===== src/rtl/offcal_pkg.sv =====
package offcal_pkg;
  localparam int NUM_TGT = 4;
  localparam int TGT_W   = $clog2(NUM_TGT);
  localparam logic [1:0] REF_N = 2'b11;
  localparam logic [1:0] REF_P = 2'b01;

  typedef enum logic [2:0] {
    S_IDLE, S_ARM, S_NEXT, S_WAIT, S_TEST, S_FIN
  } seq_state_t;
endpackage


===== src/rtl/offcal_settle_timer.sv =====
module offcal_settle_timer #(
  parameter int CNT_W = 16
) (
  input  logic             clk,
  input  logic             rst,
  input  logic             load,
  input  logic [CNT_W-1:0] load_val,
  input  logic             run,
  output logic             expired
);
  logic [CNT_W-1:0] cnt_q;

  always_ff @(posedge clk) begin
    if (rst)                      cnt_q <= '0;
    else if (load)                cnt_q <= load_val;
    else if (run && cnt_q != '0)  cnt_q <= cnt_q - 1'b1;
  end

  assign expired = (cnt_q == '0);

  // the wait shortens by one cycle per running cycle
  assert_countdown_R3: assert property (@(posedge clk) disable iff (rst)
    (run && !load && cnt_q != '0) |=> cnt_q == $past(cnt_q) - 1'b1);
endmodule


===== src/rtl/offcal_tgt_pick.sv =====
module offcal_tgt_pick #(
  parameter int N   = 4,
  parameter int IDW = 2
) (
  input  logic [N-1:0]   pending,
  output logic           any,
  output logic [IDW-1:0] idx
);
  always_comb begin
    any = |pending;
    idx = '0;
    for (int k = N - 1; k >= 0; k--)
      if (pending[k]) idx = k[IDW-1:0];
  end
endmodule


===== src/rtl/offcal_tgt_dec.sv =====
module offcal_tgt_dec
  import offcal_pkg::*;
(
  input  logic [TGT_W-1:0]   idx,
  output logic               hs,
  output logic [1:0]         refsel,
  output logic [NUM_TGT-1:0] onehot
);
  assign hs     = idx[1];
  assign refsel = idx[0] ? REF_P : REF_N;

  for (genvar g = 0; g < NUM_TGT; g++) begin : g_oh
    assign onehot[g] = (idx == g[TGT_W-1:0]);
  end
endmodule


===== src/rtl/offcal_seq.sv =====
module offcal_seq
  import offcal_pkg::*;
#(
  parameter int TRIM_W   = 5,
  parameter int SETTLE_W = 16
) (
  input  logic                clk,
  input  logic                rst,
  input  logic                start_i,
  input  logic [3:0]          mode_mask_i,
  input  logic [SETTLE_W-1:0] settle_cycles_i,
  input  logic                cmp_i,
  output logic                amp_en_o,
  output logic                hs_sel_o,
  output logic                cal_on_o,
  output logic [1:0]          ref_sel_o,
  output logic                user_trim_o,
  output logic [TRIM_W-1:0]   trim_o,
  output logic                wr_norm_n_o,
  output logic                wr_norm_p_o,
  output logic                wr_hs_n_o,
  output logic                wr_hs_p_o,
  output logic                busy_o,
  output logic                done_o,
  output logic [3:0]          fail_o
);
  localparam logic [TRIM_W-1:0] TRIM_MAX = '1;

  seq_state_t           st;
  logic [NUM_TGT-1:0]   pending_q, cur_oh_q, wr_q, fail_q;
  logic [SETTLE_W-1:0]  settle_q;
  logic [TRIM_W-1:0]    trim_q;
  logic                 amp_en_q, user_q, cal_q, hs_q, busy_q, done_q;
  logic [1:0]           ref_q;

  logic                 pick_any;
  logic [TGT_W-1:0]     pick_idx;
  logic                 dec_hs;
  logic [1:0]           dec_ref;
  logic [NUM_TGT-1:0]   dec_oh;
  logic                 tmr_load, tmr_expired, step_again, tgt_end;

  offcal_tgt_pick #(.N(NUM_TGT), .IDW(TGT_W)) u_pick (
    .pending(pending_q), .any(pick_any), .idx(pick_idx));

  offcal_tgt_dec u_dec (
    .idx(pick_idx), .hs(dec_hs), .refsel(dec_ref), .onehot(dec_oh));

  assign tgt_end    = !cmp_i || (trim_q == TRIM_MAX);
  assign step_again = (st == S_TEST) && !tgt_end;
  assign tmr_load   = ((st == S_NEXT) && pick_any) || step_again;

  offcal_settle_timer #(.CNT_W(SETTLE_W)) u_tmr (
    .clk(clk), .rst(rst), .load(tmr_load), .load_val(settle_q),
    .run(st == S_WAIT), .expired(tmr_expired));

  always_ff @(posedge clk) begin
    if (rst) begin
      st        <= S_IDLE;
      pending_q <= '0;
      cur_oh_q  <= '0;
      wr_q      <= '0;
      fail_q    <= '0;
      settle_q  <= '0;
      trim_q    <= '0;
      amp_en_q  <= 1'b0;
      user_q    <= 1'b0;
      cal_q     <= 1'b0;
      hs_q      <= 1'b0;
      ref_q     <= 2'b00;
      busy_q    <= 1'b0;
      done_q    <= 1'b0;
    end else begin
      done_q <= 1'b0;
      wr_q   <= '0;
      case (st)
        S_IDLE: if (start_i) begin
          busy_q    <= 1'b1;
          amp_en_q  <= 1'b1;
          user_q    <= 1'b1;
          pending_q <= mode_mask_i;
          settle_q  <= settle_cycles_i;
          fail_q    <= '0;
          st        <= S_ARM;
        end
        S_ARM: begin
          cal_q <= 1'b1;
          st    <= S_NEXT;
        end
        S_NEXT: if (pick_any) begin
          hs_q      <= dec_hs;
          ref_q     <= dec_ref;
          cur_oh_q  <= dec_oh;
          trim_q    <= '0;
          pending_q <= pending_q & ~dec_oh;
          st        <= S_WAIT;
        end else begin
          st <= S_FIN;
        end
        S_WAIT: if (tmr_expired) st <= S_TEST;
        S_TEST: if (tgt_end) begin
          wr_q <= cur_oh_q;
          if (cmp_i) fail_q <= fail_q | cur_oh_q;
          st <= S_NEXT;
        end else begin
          trim_q <= trim_q + 1'b1;
          st     <= S_WAIT;
        end
        S_FIN: begin
          cal_q  <= 1'b0;
          busy_q <= 1'b0;
          done_q <= 1'b1;
          st     <= S_IDLE;
        end
        default: st <= S_IDLE;
      endcase
    end
  end

  assign amp_en_o    = amp_en_q;
  assign user_trim_o = user_q;
  assign cal_on_o    = cal_q;
  assign hs_sel_o    = hs_q;
  assign ref_sel_o   = ref_q;
  assign trim_o      = trim_q;
  assign wr_norm_n_o = wr_q[0];
  assign wr_norm_p_o = wr_q[1];
  assign wr_hs_n_o   = wr_q[2];
  assign wr_hs_p_o   = wr_q[3];
  assign busy_o      = busy_q;
  assign done_o      = done_q;
  assign fail_o      = fail_q;

  // calibration mode only with the amplifier enabled on user trims
  assert_calon_gated_R1: assert property (@(posedge clk) disable iff (rst)
    cal_on_o |-> (amp_en_o && user_trim_o));

  // trim code only rises in unit steps (or restarts at zero)
  assert_unit_step_R2: assert property (@(posedge clk) disable iff (rst)
    (busy_o && trim_o != $past(trim_o) && trim_o != '0)
      |-> trim_o == TRIM_W'($past(trim_o) + 1'b1));

  // a sample follows an expired settle wait
  assert_sample_settled_R3: assert property (@(posedge clk) disable iff (rst)
    (st == S_TEST) |-> ($past(st) == S_WAIT && $past(tmr_expired)));

  // one destination at a time
  assert_strobe_onehot_R5: assert property (@(posedge clk) disable iff (rst)
    $onehot0({wr_hs_p_o, wr_hs_n_o, wr_norm_p_o, wr_norm_n_o}));

  // selects match the destination field
  assert_ref_n_R6: assert property (@(posedge clk) disable iff (rst)
    (wr_norm_n_o || wr_hs_n_o) |-> ref_sel_o == REF_N);
  assert_ref_p_R6: assert property (@(posedge clk) disable iff (rst)
    (wr_norm_p_o || wr_hs_p_o) |-> ref_sel_o == REF_P);
  assert_hs_mode_R6: assert property (@(posedge clk) disable iff (rst)
    (wr_hs_n_o || wr_hs_p_o) |-> hs_sel_o);
  assert_norm_mode_R6: assert property (@(posedge clk) disable iff (rst)
    (wr_norm_n_o || wr_norm_p_o) |-> !hs_sel_o);

  // fail flags are sticky inside a run
  assert_fail_sticky_R7: assert property (@(posedge clk) disable iff (rst)
    (busy_o && $past(busy_o)) |-> ((fail_o & $past(fail_o)) == $past(fail_o)));

  // done is a lone pulse while idle with calibration off
  assert_done_idle_R8: assert property (@(posedge clk) disable iff (rst)
    done_o |-> (!busy_o && !cal_on_o));
  assert_done_pulse_R8: assert property (@(posedge clk) disable iff (rst)
    done_o |=> !done_o);
endmodule


===== config.mk =====
export PLATFORM = sky130hd
export DESIGN_NAME = offcal_seq
export DESIGN_NICKNAME = d
export VERILOG_FILES = /design/src/rtl/offcal_pkg.sv /design/src/rtl/offcal_settle_timer.sv /design/src/rtl/offcal_tgt_pick.sv /design/src/rtl/offcal_tgt_dec.sv /design/src/rtl/offcal_seq.sv
export SDC_FILE = /design/constraint.sdc
export NUM_CORES = 1
export LEC_CHECK = 0
export ABC_AREA = 0
export CORE_MARGIN = 3
export CORE_UTILIZATION = 50
export CTS_CLUSTER_DIAMETER = 120
export DETAILED_ROUTE_END_ITERATION = 10
export DONT_BUFFER_PORTS = 1
export HOLD_SLACK_MARGIN = 0.03
export SLEW_MARGIN = 25
export SYNTH_ARGS = -nofsm -noshare
export SYNTH_HDL_FRONTEND = slang
export SYNTH_SLANG_ARGS = --single-unit

===== constraint.sdc =====
create_clock -name clk -period 2.7 [get_ports clk]
set_input_delay 0.54 -clock clk [delete_from_list [all_inputs] [get_ports clk]]
set_output_delay 0.54 -clock clk [all_outputs]
set_load 0.03 [all_outputs]

==> reports/results.tsv <==
metric	value	unit
n_fill_cell	528	
max_stage_delay	660	ps
synthMuxAreaShare	0	%
syn_nets	369	
finalNonFillerCells	411	
drive_above_1_share	9.971	%
die_height	81.52	um
ff2ff_setup_slack	520	ps
cts_resized	0	
seq_area_frac_synth	44.23	%
worst_slack	520.5	ps
finalCritPeriodShare	80.72	%
placed_cell_area	2888	um^2
yosysTopAreaCell	dfxtp_1	
die_width	81.52	um
synth_fa_ha_area_share	1.316	%
avgSynthCellArea	8.338	um^2
syn_inst	342	
cts_buffers	9	
critPathKind	reg2reg	
path_cells	or3b_1 > o22ai_1 > a311oi_1 > nor3_1	
seqCellArea	1261	um^2
cts_tree	yes	
finalSetupViolCount	0	
critPathMaxFanout	19	
synth_edf_count	0	
antenna_cells	0	
synthSimpleGateAreaFrac	28.21	%
synth_top_family_by_area	simple AND/OR/NAND/NOR gates	
ys_ff_latch	63	
synth_most_common_cell	dfxtp_1	
path_buf_inv	0	
powerDensity	881.1	nW/um^2
endpoint_kind	register	
hold_path_class	in2reg	
grt_usage	21.67	%
initial_core_util	53.78	%
setup_tns	0	ps
slew_violations	0	
cts.sinks	63	
grt_start_max_net_pins	47	
syn2layout_area_growth	9.346	%
hold_buffers	0	
crit_required	2960	ps
post-place-ws	561.7	ps
insertion_delay	340	ps
synth_compound_area_share	21.15	%
critPathSlowestCell	dfxtp_1	
io_pins	45	
rsz0062_at_grt	false	
ir_drop	468.7	uV
critical-path-top-delay-family	simple AND/OR/NAND/NOR gates	
final_cell_area	3118	um^2
grt_pass1_wl	10980	um
post-place-cells	395	
min_period	2179	ps
root_buffer	clkbuf_8	
antenna_found_initial	0	
synthArstFlopShare	0	%
worstPathArrival	2440	ps
synth_xor_area_share	0.6143	%
worstMarginPinSlew	698.0	ps
antenna_left	0	
post_cts_buffers	0	
via_per_inst	5.988	
core_area	5303	um^2
synth_top_area_share	44.23	%
post-dp-hpwl	4463	um
grt_pass1_vias	2225	
drt-total-wl	6593	um
synth_top_cells_by_count	63 x dfxtp_1, 42 x a21oi_1, 40 x nand2_1	
drt-initial-drc-count	206	
clkTransAtPathRegs	70	ps
netlist_top_cells_area	dfxtp_1 44%, a21oi_1 7.4%, nand2_1 5.3%, o21ai_0 5.1%, nor3_1 3.3%	
relSlewSlack	53.47	%
ctsLongestPathBuffers	2	
row_count	26	
fin_nets	363	
skew	7.643	ps
drc	0	
wl_per_cell	16.04	um
status	finished, final reports clean	
drt-pass1-iter-count	4	
place.gp.congestion	0.7719	
globalRouteOverflowTotal	0	
multiInputGateArea	1468	um^2
leakage	1.087	nW
h-tree-depth	3	
place.port_buffers	0	
ys_types	50	
synth_area	2851	um^2
cp-start-kind	register	
ys_warn_count	0	
num_vias	2461	
die-area	6646	um^2
maxCapViolCount	0	
finalHoldViolCount	0	
max_clock_freq	458.8	MHz
ys.flop_type	dfxtp_1	
worst register-to-register path: cells and delay by family, from the launching register on:
kind / cells / cell delay (ps)
DFF: 1 / 660
and+or+nand+nor: 2 / 730
AOI/OAI and AO/OA: 2 / 710
final timing paths:
kind / startpoint / to / cells after the start
max reg2reg: st[1] / u_tmr.cnt_q[3] / 4
min: rst / st[1] / 1
min reg2reg: settle_q[6] / settle_q[6] / 2
max: st[1] / u_tmr.cnt_q[3] / 4
layout by cell type, fill, tap and decap left out, types with 4 or more instances in the layout:
master / count
nor2_1: 24
a31oi_1: 9
nor3_1: 18
o21ai_0: 29
nand3_1: 10
o31ai_1: 6
buf_4: 7
inv_1: 5
clkbuf_8: 10
or4_1: 7
and2_1: 5
nand2_1: 40
dfxtp_1: 63
a21oi_1: 42
or3_1: 4
cell families after synthesis:
| kind of cell | Yosys count |
|---|---|
| AND/OR/NAND/NOR | 142 |
| flip-flops | 63 |
| adder cells (fa/ha/maj) | 3 |
| XOR/XNOR | 2 |
| buffers and inverters | 29 |
| AO/OA/AOI/OAI | 103 |
sequential cells by signal (all words and copies together) (netlist names):
name and cells:
trim_o 5, hs_sel_o 1, settle_q 16, busy_o 1, cal_on_o 1, ref_sel_o 2, st 3, cur_oh_q 4
done_o 1, user_trim_o 1, wr_q 4, pending_q 4, fail_o 4, u_tmr.cnt_q 16
area by class of cell:
| class | count | area share (%) |
|---|---|---|
| Clock buffer | 10 | 4.414 |
| Clock inverter | 6 | 2.970 |
| Inverter | 5 | 0.6019 |
| Multi-Input combinational cell | 250 | 47.07 |
| Sequential cell | 63 | 40.45 |
| Tap cell | 70 | 2.809 |
| Timing Repair Buffer | 7 | 1.685 |
stage by stage:
step	hold slack, ps	total power [mW]	util, %
floorplan	433.2	1.706	-
global placement	433.9	1.824	54.46
detailed placement	441.1	1.822	54.46
CTS	253.5	2.766	58.80
global route	239.5	2.914	58.80
finish	264.1	2.747	58.80
report_power, final:
group	switching [mW]	internal, mW	total [mW]
Sequential	0.142	1.02	1.16
Combinational	0.402	0.249	0.651
Clock	0.387	0.549	0.936
Total	0.931	1.82	2.75
metal layers:
layer	track usage (%)	wire length [um]	up-vias
met2	29.15	2646	62
met3	8.004	421	7
li1	-	-	1242
met1	31.69	3450	1150
met5	0	0	-
met4	6.588	74	0
(Power assumes the default switching activity.)
